--- src/rtl/seq_freeze_ctrl.sv ---
module seq_freeze_ctrl #(
  parameter int DEPTH    = 8,
  parameter int Q2_BASE  = 4,
  parameter int CONV_CYC = 6,
  localparam int PW      = $clog2(DEPTH)
) (
  input  logic          clk,
  input  logic          rst_n,
  input  logic          dbg_halt,
  input  logic          bkpt,
  input  logic          q1_trig,
  input  logic          q2_trig,
  input  logic          q2_abort,
  input  logic          reg_wr,
  input  logic [1:0]    reg_addr,
  input  logic [1:0]    reg_wdata,
  output logic [7:0]    reg_rdata,
  output logic          conv_start,
  output logic          conv_done,
  output logic [PW-1:0] ccw_ptr,
  output logic          frozen,
  output logic          aclk_en,
  output logic          pit_rst
);
  localparam int CW = $clog2(CONV_CYC);

  typedef enum logic [1:0] {S_RUN, S_DRAIN, S_FROZEN} st_t;

  st_t           st;
  logic          dbg_en, hold, active, aq, busy, pend1, pend2;
  logic [1:0]    mode1, mode2;
  logic [PW-1:0] ptr;
  logic [CW-1:0] cnt;

  logic       frz_cond, frz_want, mode_hit, q2_kill, cut, cancel, stays_busy;
  logic       can_pick, take1, take2, idle_off;
  logic [1:0] cur_mode;
  logic [PW-1:0] last_ptr, base_ptr;

  assign frz_cond   = dbg_en & dbg_halt;
  assign frz_want   = frz_cond & (hold | bkpt);
  assign cur_mode   = aq ? mode2 : mode1;
  assign last_ptr   = aq ? PW'(DEPTH - 1) : PW'(Q2_BASE - 1);
  assign base_ptr   = aq ? PW'(Q2_BASE) : '0;
  assign mode_hit   = reg_wr & active & (reg_addr == (aq ? 2'd2 : 2'd1));
  assign q2_kill    = q2_abort & active & aq;
  assign cut        = (st == S_DRAIN) & frz_want & (q2_abort | mode_hit);
  assign cancel     = busy & (cut | q2_kill);
  assign conv_done  = busy & (cnt == '0) & ~cancel;
  assign stays_busy = busy & ~conv_done & ~cancel;
  assign conv_start = (st == S_RUN) & ~frz_want & active & ~busy & ~q2_kill & (cur_mode != 2'd0);
  assign idle_off   = (st == S_RUN) & ~frz_want & active & ~busy & (cur_mode == 2'd0);
  assign can_pick   = (st == S_RUN) & ~frz_want & ~active;
  assign take1      = can_pick & pend1 & (mode1 != 2'd0);
  assign take2      = can_pick & ~take1 & pend2 & (mode2 != 2'd0) & ~q2_abort;

  assign frozen  = (st == S_FROZEN);
  assign aclk_en = ~frozen;
  assign pit_rst = frozen;
  assign ccw_ptr = ptr;

  always_comb begin
    case (reg_addr)
      2'd0:    reg_rdata = {7'd0, dbg_en};
      2'd1:    reg_rdata = {6'd0, mode1};
      2'd2:    reg_rdata = {6'd0, mode2};
      default: reg_rdata = {frozen, active, aq, 5'(ptr)};
    endcase
  end

  always_ff @(posedge clk or negedge rst_n) begin
    if (!rst_n) begin
      st <= S_RUN;
      hold <= 1'b0;
      dbg_en <= 1'b0;
      mode1 <= 2'd0;
      mode2 <= 2'd0;
    end else begin
      hold <= frz_want;
      if (!frz_want)            st <= S_RUN;
      else if (st != S_FROZEN)  st <= stays_busy ? S_DRAIN : S_FROZEN;
      if (reg_wr) begin
        case (reg_addr)
          2'd0:    dbg_en <= reg_wdata[0];
          2'd1:    mode1 <= reg_wdata;
          2'd2:    mode2 <= reg_wdata;
          default: ;
        endcase
      end
    end
  end

  always_ff @(posedge clk or negedge rst_n) begin
    if (!rst_n) begin
      busy <= 1'b0;
      cnt <= '0;
    end else if (conv_start) begin
      busy <= 1'b1;
      cnt <= CW'(CONV_CYC - 1);
    end else if (cancel || conv_done) begin
      busy <= 1'b0;
    end else if (busy) begin
      cnt <= cnt - 1'b1;
    end
  end

  always_ff @(posedge clk or negedge rst_n) begin
    if (!rst_n) begin
      pend1 <= 1'b0;
      pend2 <= 1'b0;
    end else begin
      pend1 <= (pend1 & ~take1) | (q1_trig & ~frozen);
      pend2 <= ((pend2 & ~take2) | (q2_trig & ~frozen)) & ~q2_abort;
    end
  end

  always_ff @(posedge clk or negedge rst_n) begin
    if (!rst_n) begin
      active <= 1'b0;
      aq <= 1'b0;
      ptr <= '0;
    end else if (q2_kill) begin
      active <= 1'b0;
    end else if (conv_done) begin
      if (ptr == last_ptr) begin
        ptr <= base_ptr;
        active <= cur_mode[1];
      end else begin
        ptr <= ptr + 1'b1;
        active <= (cur_mode != 2'd0);
      end
    end else if (idle_off) begin
      active <= 1'b0;
    end else if (take1) begin
      active <= 1'b1;
      aq <= 1'b0;
      ptr <= '0;
    end else if (take2) begin
      active <= 1'b1;
      aq <= 1'b1;
      ptr <= PW'(Q2_BASE);
    end
  end

  logic [15:0] since_start;
  always_ff @(posedge clk or negedge rst_n) begin
    if (!rst_n)          since_start <= '0;
    else if (conv_start) since_start <= 16'd1;
    else if (busy)       since_start <= since_start + 16'd1;
  end

  a_r1_entry_needs_all: assert property (@(posedge clk) disable iff (!rst_n)
    $rose(frozen) |-> $past(dbg_en && dbg_halt));
  a_r2_idle_immediate: assert property (@(posedge clk) disable iff (!rst_n)
    (st == S_RUN && frz_want && !busy) |=> frozen);
  a_r3_after_done: assert property (@(posedge clk) disable iff (!rst_n)
    $rose(frozen) |-> $past(!busy || conv_done || cancel));
  a_r4_mode_cut_no_done: assert property (@(posedge clk) disable iff (!rst_n)
    (st == S_DRAIN && frz_want && mode_hit) |-> !conv_done);
  a_r4_mode_cut_freeze: assert property (@(posedge clk) disable iff (!rst_n)
    (st == S_DRAIN && frz_want && mode_hit) |=> frozen && !busy);
  a_r5_abort_cut: assert property (@(posedge clk) disable iff (!rst_n)
    (st == S_DRAIN && frz_want && q2_abort) |=> frozen && !busy);
  a_r6_ptr_held: assert property (@(posedge clk) disable iff (!rst_n)
    (frozen && $past(frozen)) |-> $stable(ccw_ptr));
  a_r8_no_activity: assert property (@(posedge clk) disable iff (!rst_n)
    frozen |-> !conv_start && !conv_done && !busy);
  a_r9_no_capture: assert property (@(posedge clk) disable iff (!rst_n)
    (frozen && !pend1 && !pend2) |=> !pend1 && !pend2);
  a_r11_release: assert property (@(posedge clk) disable iff (!rst_n)
    (frozen && !frz_cond) |=> !frozen);
  a_r12_latency: assert property (@(posedge clk) disable iff (!rst_n)
    conv_done |-> since_start == 16'(CONV_CYC));
  a_r13_in_range: assert property (@(posedge clk) disable iff (!rst_n)
    active |-> (aq ? (ptr >= PW'(Q2_BASE)) : (ptr < PW'(Q2_BASE))));
endmodule

--- config.mk ---
export PLATFORM = sky130hd
export DESIGN_NAME = seq_freeze_ctrl
export DESIGN_NICKNAME = d
export VERILOG_FILES = /design/src/rtl/seq_freeze_ctrl.sv
export SDC_FILE = /design/constraint.sdc
export NUM_CORES = 1
export LEC_CHECK = 0
export ABC_AREA = 1
export BUFFER_PORTS_ARGS = -buffer_cell sky130_fd_sc_hd__buf_2
export CORE_MARGIN = 10
export CORE_UTILIZATION = 56
export CTS_CLUSTER_SIZE = 24
export DETAILED_ROUTE_END_ITERATION = 8
export HOLD_SLACK_MARGIN = 0.06
export PLACE_DENSITY = 0.83
export RECOVER_POWER = 25
export SLEW_MARGIN = 20
export SYNTH_ARGS = -nofsm -noshare
export SYNTH_HDL_FRONTEND = slang
export SYNTH_SLANG_ARGS = --single-unit
--- constraint.sdc ---
create_clock -name clk -period 3.28 [get_ports clk]
set_input_delay 0.328 -clock clk [delete_from_list [all_inputs] [get_ports clk]]
set_output_delay 0.328 -clock clk [all_outputs]
set_load 0.05 [all_outputs]
; Word level (Yosys, flattened, before mapping)
; Cells that the tools add are included.
[word_totals]
mem_bits_ro = 0
inputBits = 12
reg_bits = 19
latchBits = 0
n_memories = 0
out_inout_bits = 16
mem_bits_rw = 0
elab_cells = 115
[op_classes]
multipliers = 0
shift = 0
n_addsub = 2
reduce_logical = 19
mux = 25
n_bitwise = 47
n_lt_le_gt_ge = 0
eq_ne = 10
div = 0
[ops]
columns = op, count
row1 = 1-bit AND, 31
row2 = 3-bit two-way mux, 10
row3 = 8-bit case mux with 3 select lines, 1
row4 = 2-bit nonzero test, 6
row5 = 1-bit NOT, 11
row6 = 2-bit two-way mux, 5
row7 = 1-bit two-way mux, 9
row8 = 2-bit AND reduction, 4
row9 = 2-bit logical NOT, 3
row10 = "2-bit != test, second input constant", 3
row11 = 1-bit OR, 5
row12 = 5-bit nonzero test, 1
row13 = "2-bit by 1-bit == test with 1-bit output, second input constant", 2
row14 = "2-bit == test, second input constant", 2
row15 = 4-bit AND reduction, 1
row16 = "3-bit by 1-bit adder with 3-bit output, second input constant", 1
row17 = 3-bit == test, 1
row18 = 3-bit logical NOT, 1
row19 = 3-bit AND reduction, 1
row20 = 3-bit nonzero test, 1
row21 = "3-bit by 1-bit subtractor with 3-bit output, second input constant", 1
row22 = 2-bit == test, 1
row23 = "2-bit by 1-bit != test with 1-bit output, second input constant", 1
row24 = 1-bit logical OR, 1

; Depth between registers and ports, before layout
; Gate-level depths: netlist (run 1).
[depth]
word_depth = 17
ltp_mapped = 12
depth_no_buf = 12

; Worst setup path after synthesis (run 1)
; Ideal clock, no wire load.
[synth_timing]
path_kind = register to output
start = register st[0]
end = output reg_rdata[7]
path_slack_ns = 0.496
path_stages_with_launch = 4
n_path_buf = 0
required_ns = 2.952
t_arrival_ns = 2.456
cell_sequence = dfrtp_1 nor2_1 inv_1 nor2_1
[synth_between]
elab_chain_len = 2
[synth_rtl]
columns = element, line
row1 = "start, declared", 29  ; st_t st;
row2 = "start signal, assigned", 81  ; else if (st != S_FROZEN) st <= stays_busy ? S_DRAIN : S_FROZEN;
row3 = 2-bit == test, 57  ; assign frozen = (st == S_FROZEN);
row4 = named net frozen, 21  ; output logic frozen,
row5 = 8-bit case mux with 3 select lines, 63  ; case (reg_addr)
row6 = "end, declared", 17  ; output logic [7:0] reg_rdata,
; The timed path passes the listed nets, and every way through them passes these cells.

; Worst setup path after layout (run 1)
[layout_timing]
start = register cnt[0]
end = output conv_done
[layout_between]
elab_chain_len = 3
[layout_rtl]
columns = element, line
row1 = "start, declared", 33  ; logic [CW-1:0] cnt;
row2 = "start signal, assigned", 99  ; cnt <= CW'(CONV_CYC - 1);
row3 = "start signal, assigned", 103  ; cnt <= cnt - 1'b1;
row4 = 3-bit logical NOT, 49  ; assign conv_done = busy & (cnt == '0) & ~cancel;
row5 = 1-bit AND (2 in a row), 49
row6 = "end, declared", 19  ; output logic conv_done,
; No other way between the ends.

==> summary.md, run 1 <==
| Metric | Value |
|---|---|
| # placed instances | `around 210` |
| Aggregate global routing overflow | `0` |
| Mean number of vias per cell | `5.18` |
| Peak per-stage delay on the critical path | `0.42 ns` |
| Footprint of the multi-input gates | `574 um2` |
| Worst R2R Setup Slack | `between 1.5 and 2 ns` |
| Post-DRT Antenna Nets | `0` |
| Maximum clock path buffer count | `2` |
| Post-synthesis xor/xnor area fraction | `0` |
| Number of rows in the core area | `16` |
| Count of TritonRoute iterations in the first routing pass | `4` |
| Yosys top cell area share | `0.400` |
| Number of CTS-inserted buffers | `3` |
| Die area | `roughly 0.0044 mm2` |
| PostCTS Resize Cnt | `0` |
| Worst ir drop on vdd | `between 0.5 and 0.6 mV` |
| Root buffer cell | `sky130_fd_sc_hd__clkbuf_4` |
| Flop pwr share | `0.346` |
| Type of element capturing the critical path | `output pin` |
| Layout overhead on the synthesized area | `14.3%` |
| Post-synthesis sequential element count | `19` |
| Total I/O pin count | `28` |
| Status | `finished clean` |
| Average detailed-routed wire length per instance | `about 13 um` |
| Proportion of power drawn by the clock network | `0.109` |
| Sequential Area | `roughly 480 um2` |
| Critical path fanouts, max | `6` |
| Adder-cell share of the synthesized area | `0.0316` |
| Endpoint arrival time on the critical path | `between 1.5 and 2 ns` |
| Fin crit share | `0.655` |
| DP Worst Slack | `1.47 ns` |
| Placer's final routability congestion estimate | `0.866` |
| Cells taking the most area after synthesis | `sky130_fd_sc_hd__dfrtp_1 (40%), sky130_fd_sc_hd__nand2_1 (11%), sky130_fd_sc_hd__inv_1 (6.6%)` |
| Transition time at the pin with the least slew margin | `between 1 and 1.5 ns` |
| Final-report hold violation count | `0` |
| Global-route wire length before repair | `about 4.8 mm` |
| Worst min-delay path class | `in -> reg` |
| Via count of the first global-routing pass | `approximately 1.1k` |
| Number of enable-type register cells in the synthesized netlist | `0` |
| CTS sink count | `19` |
| Most used DFF post-synth | `sky130_fd_sc_hd__dfrtp_1` |
| Die H | `66.0 um` |
| Total inserted antenna cells | `0` |
| Syn. warnings | `0` |
| Relative slew slack | `0.301` |
| Commonest cells in the netlist | `sky130_fd_sc_hd__nand2_1 (36), sky130_fd_sc_hd__inv_1 (21), sky130_fd_sc_hd__dfrtp_1 (19), sky130_fd_sc_hd__nor2_1 (10), sky130_fd_sc_hd__o21ai_0 (10)` |
| Detailed Place HPWL | `around 2.2 mm` |
| Share of layout cells above drive strength 1 | `0.247` |
| Total number of H-tree levels | `1` |
| Worst-path cell chain | `inv_1, ha_1, nand2_1, nor2_1, nand3_4, inv_4, buf_2` |
| Setup TNS | `0 ns` |
| Number of antenna violations at the first check in global routing | `0` |
| Most used standard cell by instance count after synthesis | `sky130_fd_sc_hd__nand2_1` |
| Area of the mapped netlist | `0.00119 mm2` |
| Mux contribution to synthesized area | `0` |
| Largest family of logic cells by synthesized area | `simple AND/OR/NAND/NOR gates` |
| Total routing resource utilization after global routing | `0.135` |
| Fin crit period | `between 2 and 2.5 ns` |
| Number of violations reported at the end of detailed-routing iteration 0 | `34` |
| Setup repair after global routing missed its margin | `false` |
| Worst Slack Setup Final | `~1.1 ns` |
| Chip Width | `roughly 66 um` |
| Distinct cell type count of the synthesized netlist | `27` |
| Setup violators final | `0` |
| Critical hold path startpoint | `q2_abort` |
| Switching pwr | `0.000557 W` |
| Number of input and output port buffers inserted | `25` |
| Post-route DRC | `0` |
| Async set-or-reset flop fraction in the synthesized netlist | `1.00` |
| Element type at the critical path start | `flop` |
| CTS clk-pin slew, worst paths | `about 0.10 ns` |
| Total number of vias | `1,104` |
| Setup clock skew after layout | `~0.00084 ns` |
| Gate count after technology mapping | `roughly 160` |
| Proportion of total power due to net switching | `0.513` |
| Post-synth top area cell | `sky130_fd_sc_hd__dfrtp_1` |
| Layout filler cell count | `~170` |
| CTS tree | `done` |
| Crit Path Category | `reg -> out` |
| Final max-slew violation count | `0` |
| Post-CTS Setup Repair Bufs | `0` |
| Data required time of the critical path | `between 2 and 3 ns` |
| Cell at the slowest stage of the critical path | `sky130_fd_sc_hd__dfrtp_1` |
| Effective utilization at floorplan | `0.599` |
| Compound-cell area share of the yosys netlist | `0.129` |
| Leakage power figure | `between 0.7 and 0.8 nW` |
| Power density over the cells | `799 mW/mm2` |
| Total chip power | `0.00108 W` |
| Later-pin clock latency in the skew report | `0.29 ns` |
| Basic-gate share of the synthesized area counting and, or, nand and nor cells | `0.321` |
| Internal power | `between 0.0005 and 0.0006 W` |
| Share of power burned in combinational logic | `0.546` |
| Mean post-synth cell area | `7.52 um2` |
| Fraction of the yosys area taken by sequential cells | `0.400` |
| Reg2Reg Launch Point | `cnt[0]$_DFFE_PN0P_` |
| Post-layout utilization of the core | `0.685` |
| Max-capacitance violation count | `0` |
| Core region area | `0.00198 mm2` |
| Final routed wirelength across all metal layers | `2.77 mm` |
| Layout Cells excl Fill | `about 210` |
| Max frequency | `about 0.47 GHz` |
| Timing startpoint of the critical path | `cnt[0]$_DFFE_PN0P_` |
| # nets final | `202` |
| Pin count of the biggest net entering global routing | `20` |
==> repair_timing <==
action	4_1_cts	5_1_grt
hold buffers	1	0
hold endpoints to repair	19	0
endpoints found under the setup margin	0	0
==> power by group through the flow <==
stage	logic, W	registers (W)	clock network, W
after floorplan	0.000415	0.000419	0
after global placement	0.000574	0.000376	0
after detailed placement	0.000594	0.000379	0
after CTS	0.000598	0.000375	0.000121
after global routing	0.000668	0.000388	0.000129
final	0.000592	0.000375	0.000118
==> kinds of logic (layout without fill, tap and decap cells) <==
family / after synthesis / count (layout)
other: 1 / 2
flip-flops: 19 / 19
buffers and inverters: 32 / 59
adder cells (fa/ha/maj): 3 / 3
AO/OA/AOI/OAI: 28 / 28
AND/OR/NAND/NOR: 75 / 75
==> worst max-delay path, delay by kind of cell (launching register included) <==
kind	cells	cell delay [ns]
buffers and inverters	3	0.46
DFF	1	0.42
adders and majority gates	1	0.14
and+or+nand+nor	3	0.51
==> cells in the final DEF, fill, tap and decap left out <==
cell / Yosys / layout
sky130_fd_sc_hd__ha_1: 3 / 3
sky130_fd_sc_hd__clkbuf_4: 0 / 3
sky130_fd_sc_hd__nand2_2: 5 / 4
sky130_fd_sc_hd__nand4_1: 2 / 2
sky130_fd_sc_hd__nor3_1: 2 / 2
sky130_fd_sc_hd__nand3b_1: 1 / 1
sky130_fd_sc_hd__nor2_1: 10 / 11
sky130_fd_sc_hd__a21oi_1: 7 / 7
sky130_fd_sc_hd__dlygate4sd3_1: 0 / 1
sky130_fd_sc_hd__nand3_1: 9 / 9
sky130_fd_sc_hd__nand2_4: 1 / 1
sky130_fd_sc_hd__dfrtp_1: 19 / 19
sky130_fd_sc_hd__a22o_1: 1 / 1
sky130_fd_sc_hd__nor2_4: 1 / 1
sky130_fd_sc_hd__inv_1: 21 / 22
sky130_fd_sc_hd__clkbuf_1: 0 / 2
sky130_fd_sc_hd__inv_4: 2 / 2
sky130_fd_sc_hd__clkinv_1: 1 / 1
sky130_fd_sc_hd__conb_1: 1 / 2
sky130_fd_sc_hd__o21ai_1: 7 / 7
sky130_fd_sc_hd__buf_2: 0 / 24
sky130_fd_sc_hd__nor2_2: 2 / 1
sky130_fd_sc_hd__o2111ai_1: 1 / 1
sky130_fd_sc_hd__o21ai_0: 10 / 10
sky130_fd_sc_hd__o221ai_1: 1 / 1
sky130_fd_sc_hd__o22ai_1: 1 / 1
sky130_fd_sc_hd__nand3_4: 1 / 1
sky130_fd_sc_hd__nand2_1: 36 / 37
sky130_fd_sc_hd__nand3_2: 5 / 5
sky130_fd_sc_hd__inv_2: 5 / 4
==> path summary, 6_finish.rpt <==
check,end,cells after the start
setup / recovery,conv_done,7
hold reg to reg,cnt[0]$_DFFE_PN0P_,1
max in group asynchronous,st[0]$_DFFE_PN0P_,2
hold / removal,pend2$_DFF_PN0_,2
min in group asynchronous,mode2[1]$_DFFE_PN0P_,2
setup reg to reg,cnt[2]$_DFFE_PN0P_,9
==> state kept, by name (all words and copies together), names as in the netlist, 2 cells and up, named ones only <==
signal / cells
ccw_ptr: 2
cnt: 3
mode1: 2
mode2: 2
st: 2
==> routing by layer <==
layer | GRT usage | wire, um | vias to the layer above
met1 | 0.166 | 1260 | 505
met5 | 0 | 0 | -
met3 | 0.0441 | 215 | 4
met2 | 0.211 | 1260 | 35
li1 | - | - | 560
met4 | 0.0550 | 38 | 0
==> final cells by class <==
type / instances / share of cell area
flip-flops and latches: 19 / 0.350
well taps: 27 / 0.0249
inverters: 29 / 0.0839
clock buffers: 4 / 0.0194
repair buffers: 26 / 0.0986
multi-input cells: 108 / 0.423
==> per-stage QoR <==
stage	area [um2]	hold WS [ns]
5_1_grt	1360	0.231
4_1_cts	1360	0.216
6_report	1360	0.226
2_1_floorplan	1190	0.0324
3_3_place_gp	1330	0.289
3_5_place_dp	1330	0.294
(Power assumes the default switching activity.)
==> inputs of run 2 (changes only) <==
--- a/config.mk
+++ b/config.mk
@@ -8,11 +8,11 @@
 export ABC_AREA = 1
 export BUFFER_PORTS_ARGS = -buffer_cell sky130_fd_sc_hd__buf_2
 export CORE_MARGIN = 10
-export CORE_UTILIZATION = 56
+export CORE_UTILIZATION = 47
 export CTS_CLUSTER_SIZE = 24
 export DETAILED_ROUTE_END_ITERATION = 8
 export HOLD_SLACK_MARGIN = 0.06
-export PLACE_DENSITY = 0.83
+export PLACE_DENSITY = 0.74
 export RECOVER_POWER = 25
 export SLEW_MARGIN = 20
 export SYNTH_ARGS = -nofsm -noshare
==> constraint.sdc (replaced) <==
create_clock -name clk -period 1.8 [get_ports clk]
set_input_delay 0.18 -clock clk [delete_from_list [all_inputs] [get_ports clk]]
set_output_delay 0.18 -clock clk [all_outputs]
set_load 0.05 [all_outputs]
==> run 2 against run 1 <==
Net effect: critical path depth grew 1; sequential power grew 86%; critical path type unchanged; sequential share of layout area shrank 3.1 points.
==> summary.md, run 2 (same netlist as run 1, synthesis figures left out) <==
| Metric | Value |
|---|---|
| Relative slew slack | `0.305` |
| Layout filler cell count | `220` |
| Power density over the cells | `1430 mW/mm2` |
| Total inserted antenna cells | `0` |
| Register containing the most flip-flops in the final layout | `cnt` |
| FF-to-FF path depth | `11` |
| Post-layout utilization of the core | `0.608` |
| Chip Width | `70.3 um` |
| Setup TNS | `0 ns` |
| Final max-slew violation count | `0` |
| Core region area | `~0.0025 mm2` |
| Pin count of the biggest net entering global routing | `20` |
| Placer's final routability congestion estimate | `roughly 0.84` |
| Number of flip-flops in the largest register | `3` |
| Transition time at the pin with the least slew margin | `1.04 ns` |
| Max-capacitance violation count | `0` |
| Worst-path cell chain | `inv_4, nand2_1, o21ai_1, nor2_2, nor2_1, nand2_2, inv_2, buf_8` |
| Global-route wire length before repair | `roughly 4.8 mm` |
| Endpoint arrival time on the critical path | `between 1.5 and 2 ns` |
| Count of TritonRoute iterations in the first routing pass | `4` |
| Worst hold slack | `0.0917 ns` |
| Root buffer cell | `sky130_fd_sc_hd__clkbuf_4` |
| Number of input and output port buffers inserted | `25` |
| Element type at the critical path start | `flop` |
| Final-report hold violation count | `0` |
| Post-route DRC | `0` |
| Number of rows in the core area | `18` |
| Number of CTS-inserted buffers | `3` |
| CTS tree | `done` |
| Worst R2R Setup Slack | `roughly 0.24 ns` |
| Number of antenna violations at the first check in global routing | `0` |
| Die area | `0.00494 mm2` |
| # nets final | `about 210` |
| Effective utilization at floorplan | `0.484` |
| Total number of vias | `between 1k and 1.5k` |
| Max frequency | `~0.57 GHz` |
| Most common cell after layout, fill and taps aside | `sky130_fd_sc_hd__nand2_1` |
| Later-pin clock latency in the skew report | `~0.30 ns` |
| CTS clk-pin slew, worst paths | `about 0.11 ns` |
| Number of stages on the worst hold path | `2` |
| Detailed Place HPWL | `about 2.3 mm` |
| Die H | `between 70 and 80 um` |
| Maximum clock path buffer count | `2` |
| Setup clock skew after layout | `between 0.007 and 0.008 ns` |
| Worst min-delay path class | `in -> reg` |
| Fin crit period | `between 1.5 and 2 ns` |
| Status | `finished clean` |
| CTS sink count | `19` |
| Cell at the slowest stage of the critical path | `sky130_fd_sc_hd__dfrtp_2` |
| Critical path fanouts, max | `7` |
| Average detailed-routed wire length per instance | `approximately 13 um` |
| Via count of the first global-routing pass | `1,111` |
| Crit Path Category | `reg -> out` |
| Mean number of vias per cell | `slightly above 5` |
| Worst ir drop on vdd | `roughly 0.8 mV` |
| Setup violators final | `0` |
| Share of layout cells above drive strength 1 | `0.326` |
| Data required time of the critical path | `between 1.5 and 2 ns` |
| Total number of H-tree levels | `1` |
| Worst Slack Setup Final | `0.0385 ns` |
| Number of violations reported at the end of detailed-routing iteration 0 | `just under 70` |
| Layout overhead on the synthesized area | `25.7%` |
| Peak per-stage delay on the critical path | `between 0.4 and 0.5 ns` |
| Total I/O pin count | `28` |
| Fin crit share | `0.979` |
| Type of element capturing the critical path | `output pin` |
| Final routed wirelength across all metal layers | `between 2 and 3 mm` |
| Leakage power figure | `0.786 nW` |
| Aggregate global routing overflow | `0` |
| Total routing resource utilization after global routing | `0.112` |
| Highest-count cells in the layout ignoring fill and taps | `sky130_fd_sc_hd__nand2_1 (35), sky130_fd_sc_hd__buf_2 (22), sky130_fd_sc_hd__inv_1 (21), sky130_fd_sc_hd__dfrtp_1 (18), sky130_fd_sc_hd__o21ai_0 (10)` |
| Post-DRT Antenna Nets | `0` |
| DP Worst Slack | `0.144 ns` |
==> run 2: area by class of cell <==
type | count | area [um2] | share of cell area
Clock buffer | 3 | 22.5 | 0.0151
Multi-Input combinational cell | 108 | 626 | 0.419
Timing Repair Buffer | 33 | 209 | 0.140
Tap cell | 30 | 37.5 | 0.0251
Clock inverter | 1 | 5.00 | 0.00335
Sequential cell | 19 | 477 | 0.319
Inverter | 29 | 116 | 0.0780
==> run 2: per-stage QoR <==
step | instances | cell area (um2) | total power, W
5_1_grt | 223 | 1490 | 0.00231
2_1_floorplan | 159 | 1210 | 0.00153
6_report | 223 | 1490 | 0.00213
3_5_place_dp | 212 | 1350 | 0.00177
3_3_place_gp | 212 | 1350 | 0.00174
4_1_cts | 218 | 1420 | 0.00204
==> run 2: where the power goes <==
group	leakage (nW)	switching, W	internal (W)
combinational	0.533	0.000806	0.000406
sequential	0.235	0.000136	0.000563
clock	0.0177	0.000136	0.0000828
total	0.786	0.00108	0.00105
==> run 2: worst paths after layout <==
check / startpoint / to
setup reg to reg: cnt[0]$_DFFE_PN0P_ / cnt[2]$_DFFE_PN0P_
setup / recovery: aq$_DFFE_PN0P_ / conv_start
max in group asynchronous: rst_n / aq$_DFFE_PN0P_
hold / removal: q1_trig / pend1$_DFF_PN0_
hold reg to reg: mode2[0]$_DFFE_PN0P_ / mode2[0]$_DFFE_PN0P_
min in group asynchronous: rst_n / ccw_ptr[0]$_DFFE_PN0P_
==> run 2: worst max-delay path, delay by kind of cell, from the launching register on <==
kind,cells,cell delay [ns]
flops,1,0.48
simple gates,4,0.36
compound gates,1,0.12
buf+inv,3,0.31
==> run 2: per-layer routing <==
metal	part of all wire	global-route usage	vias to the layer above
met5	0	0	-
met4	0.011	0.0351	0
met3	0.063	0.0339	5
met2	0.50	0.188	33
met1	0.42	0.133	534
li1	-	-	574
==> run 2: repair_timing <==
action,4_1_cts,5_1_grt
endpoints found under the hold margin,20,0
pin swaps,0,4
resized for setup,6,9
hold buffers,2,0
gates cloned,0,0
endpoints found under the setup margin,2,2
setup buffers,0,5
==> inputs of run 3 (changes only) <==
--- a/config.mk
+++ b/config.mk
@@ -5,14 +5,13 @@
 export SDC_FILE = /design/constraint.sdc
 export NUM_CORES = 1
 export LEC_CHECK = 0
-export ABC_AREA = 1
 export BUFFER_PORTS_ARGS = -buffer_cell sky130_fd_sc_hd__buf_2
 export CORE_MARGIN = 10
 export CORE_UTILIZATION = 47
 export CTS_CLUSTER_SIZE = 24
 export DETAILED_ROUTE_END_ITERATION = 8
 export HOLD_SLACK_MARGIN = 0.06
-export PLACE_DENSITY = 0.74
+export PLACE_DENSITY_LB_ADDON = 0.05
 export RECOVER_POWER = 25
 export SLEW_MARGIN = 20
 export SYNTH_ARGS = -nofsm -noshare
==> run 3 against run 2 <==
Net effect: the flow now finishes with violations (setup timing); utilization up 4.3 points; register-to-register slack worse by 0.28 ns; critical path depth shrank 4; non-clock buffer count increased by 8; via count fell by 13%; critical path type unchanged; critical endpoint is now conv_done; highest routed layer unchanged.
==> summary.md, run 3 <==
| Metric | Value |
|---|---|
| Status | `finished with violations` |
| Violated checks | `setup timing` |
| Worst Slack Setup Final | `-0.0376 ns` |
| Total number of H-tree levels | `1` |
| Total routing resource utilization after global routing | `0.129` |
| Final-report hold violation count | `0` |
| Most used standard cell by instance count after synthesis | `sky130_fd_sc_hd__dfrtp_1` |
| Die area | `around 0.0048 mm2` |
| Flop pwr share | `0.333` |
| Commonest cells in the netlist | `sky130_fd_sc_hd__dfrtp_1 (19), sky130_fd_sc_hd__nand2_1 (12), sky130_fd_sc_hd__mux2_2 (6), sky130_fd_sc_hd__nand3b_1 (6), sky130_fd_sc_hd__nor2_1 (6)` |
| Total I/O pin count | `28` |
| Async set-or-reset flop fraction in the synthesized netlist | `1.00` |
| Post-route DRC | `0` |
| Pin count of the biggest net entering global routing | `20` |
| Layout Cells excl Fill | `181` |
| CTS sink count | `19` |
| Routed wl met3 | `around 250 um` |
| Cell at the slowest stage of the critical path | `sky130_fd_sc_hd__dfrtp_1` |
| Element type at the critical path start | `flop` |
| Worst min-delay path class | `in -> reg` |
| Setup repair after global routing missed its margin | `true` |
| Maximum clock path buffer count | `2` |
| Peak per-stage delay on the critical path | `0.42 ns` |
| Setup violators final | `4` |
| Count of TritonRoute iterations in the first routing pass | `4` |
| Post-DRT Antenna Nets | `0` |
| Distinct cell type count of the synthesized netlist | `between 40 and 50` |
| Setup TNS | `-0.124 ns` |
| Placer's final routability congestion estimate | `slightly above 0.8` |
| Via count of the first global-routing pass | `1,011` |
| CTS clk-pin slew, worst paths | `around 0.11 ns` |
| Data required time of the critical path | `1.62 ns` |
| Core region area | `roughly 0.0023 mm2` |
| Gate count after technology mapping | `around 120` |
| Proportion of total power due to net switching | `0.461` |
| Most common cell after layout, fill and taps aside | `sky130_fd_sc_hd__buf_2` |
| Global-route wire length before repair | `4.76 mm` |
| Post-synthesis sequential element count | `19` |
| Number of rows in the core area | `17` |
| Most used DFF post-synth | `sky130_fd_sc_hd__dfrtp_1` |
| Chip Width | `69.0 um` |
| Post-synth top area cell | `sky130_fd_sc_hd__dfrtp_1` |
| Yosys top cell area share | `0.422` |
| Sequential Area | `478 um2` |
| Worst-path cell chain | `or3b_4, a211oi_4, nor3_2, buf_6` |
| Number of CTS-inserted buffers | `3` |
| Worst ir drop on vdd | `roughly 0.94 mV` |
| Number of input and output port buffers inserted | `25` |
| Largest family of logic cells by synthesized area | `simple AND/OR/NAND/NOR gates` |
| Endpoint arrival time on the critical path | `1.66 ns` |
| Layout filler cell count | `202` |
| Fin crit share | `1.02` |
| Total inserted antenna cells | `0` |
| Aggregate global routing overflow | `0` |
| Highest-count cells in the layout ignoring fill and taps | `sky130_fd_sc_hd__buf_2 (21), sky130_fd_sc_hd__dfrtp_1 (17), sky130_fd_sc_hd__buf_4 (14), sky130_fd_sc_hd__nand2_1 (12)` |
| Final routed wirelength across all metal layers | `2.97 mm` |
| CTS tree | `done` |
| Post-synthesis xor/xnor area fraction | `0.0156` |
| Adder-cell share of the synthesized area | `0.0333` |
| Top metal layer carrying routed signals | `met4` |
| Later-pin clock latency in the skew report | `around 0.29 ns` |
| Number of enable-type register cells in the synthesized netlist | `0` |
| Setup clock skew after layout | `0.00203 ns` |
| Proportion of power drawn by the clock network | `0.102` |
| Detailed Place HPWL | `2.18 mm` |
| Syn. warnings | `0` |
| Total routed wire length on the met1 layer | `~1.3 mm` |
| Final max-slew violation count | `0` |
| Critical path's top delay family | `simple AND/OR/NAND/NOR gates` |
| Post-layout utilization of the core | `0.651` |
| Footprint of the multi-input gates | `approximately 640 um2` |
| Share of power burned in combinational logic | `0.565` |
| Total number of vias | `between 900 and 1k` |
| Buffers plus inverters on the worst setup path | `1` |
| # nets final | `about 170` |
| Area of the mapped netlist | `roughly 0.0011 mm2` |
| Max-capacitance violation count | `0` |
| Dpl cell area | `approximately 0.0013 mm2` |
| Mux contribution to synthesized area | `0.0800` |
| Mean number of vias per cell | `roughly 5.5` |
| Met2 wire len | `between 1 and 1.5 mm` |
| Compound-cell area share of the yosys netlist | `0.134` |
| Post-layout instance area | `0.00147 mm2` |
| Die H | `69.0 um` |
| Cells taking the most area after synthesis | `sky130_fd_sc_hd__dfrtp_1 (42%), sky130_fd_sc_hd__mux2_2 (6.0%), sky130_fd_sc_hd__nand2_1 (4.0%)` |
| Critical path fanouts, max | `4` |
| Number of antenna violations at the first check in global routing | `0` |
| Power density over the cells | `around 1500 mW/mm2` |
| Crit Path Category | `reg -> out` |
| Switching pwr | `approximately 0.00099 W` |
| Mean post-synth cell area | `slightly below 10 um2` |
| Effective utilization at floorplan | `0.499` |
| # placed instances | `170` |
| Fin crit period | `~1.8 ns` |
| Register containing the most flip-flops in the final layout | `cnt` |
| Average detailed-routed wire length per instance | `~16 um` |
| Layout overhead on the synthesized area | `30.4%` |
| Share of layout cells above drive strength 1 | `0.425` |
| Fraction of the yosys area taken by sequential cells | `0.422` |
| Number of violations reported at the end of detailed-routing iteration 0 | `28` |
| Basic-gate share of the synthesized area counting and, or, nand and nor cells | `0.249` |
| Relative slew slack | `0.308` |
| Leakage power figure | `just under 0.7 nW` |
| Internal power | `approximately 0.0012 W` |
| Max frequency | `roughly 0.54 GHz` |
| Root buffer cell | `sky130_fd_sc_hd__clkbuf_4` |
| Type of element capturing the critical path | `output pin` |
| Transition time at the pin with the least slew margin | `between 1 and 1.5 ns` |
| Number of flip-flops in the largest register | `3` |
run 3: final cells by class:
class / count / share of cell area
flip-flops and latches: 19 / 0.325
clock buffers: 4 / 0.0179
well taps: 28 / 0.0239
inverters: 5 / 0.0153
multi-input cells: 84 / 0.437
repair buffers: 41 / 0.181
run 3: cell families after synthesis:
| group | count (synthesis) |
|---|---|
| flops | 19 |
| other cells | 1 |
| xor+xnor | 2 |
| buf+inv | 13 |
| mux | 7 |
| compound gates | 21 |
| simple gates | 49 |
| fa+ha+maj | 3 |
run 3: through the flow:
step / total power [W] / hold WS, ns / worst slack (ns)
floorplan: 0.00150 / -0.116 / 0.0254
finish: 0.00215 / 0.109 / -0.0376
global route: 0.00230 / 0.0823 / -0.112
global placement: 0.00175 / 0.140 / 0.0497
detailed placement: 0.00177 / 0.144 / -0.00626
CTS: 0.00208 / 0.0965 / -0.0390
run 3: metal layers:
layer / track usage / vias to the layer above
met1: 0.162 / 472
met2: 0.212 / 37
li1: - / 482
met5: 0 / -
met4: 0.0222 / 0
met3: 0.0403 / 2
run 3: worst paths after layout:
kind	depth (start not counted)	startpoint	slack, ns	to
max	4	aq$_DFFE_PN0P_	-0.04	conv_done
min	2	q2_abort	0.11	pend2$_DFF_PN0_
max reg2reg	6	aq$_DFFE_PN0P_	-0.04	flop
min reg2reg	2	cnt[1]$_DFFE_PN0P_	0.52	cnt[1]$_DFFE_PN0P_
max in group asynchronous	2	rst_n	0.54	st[0]$_DFFE_PN0P_
min in group asynchronous	2	rst_n	0.57	pend2$_DFF_PN0_
run 3: what timing repair did:
action	in CTS	in global routing
setup endpoints to repair	4	11
hold buffers	1	0
pin swaps	5	4
endpoints found under the hold margin	19	0
setup buffers	5	2
gates resized for setup	8	11
run 3: power groups by stage:
stage | Clock [W] | Combinational (W) | Sequential (W)
final | 0.000219 | 0.00121 | 0.000716
after global routing | 0.000246 | 0.00132 | 0.000735
after CTS | 0.000222 | 0.00116 | 0.000696
after detailed placement | 0 | 0.00107 | 0.000699
after global placement | 0 | 0.00105 | 0.000696
after floorplan | 0 | 0.000738 | 0.000757
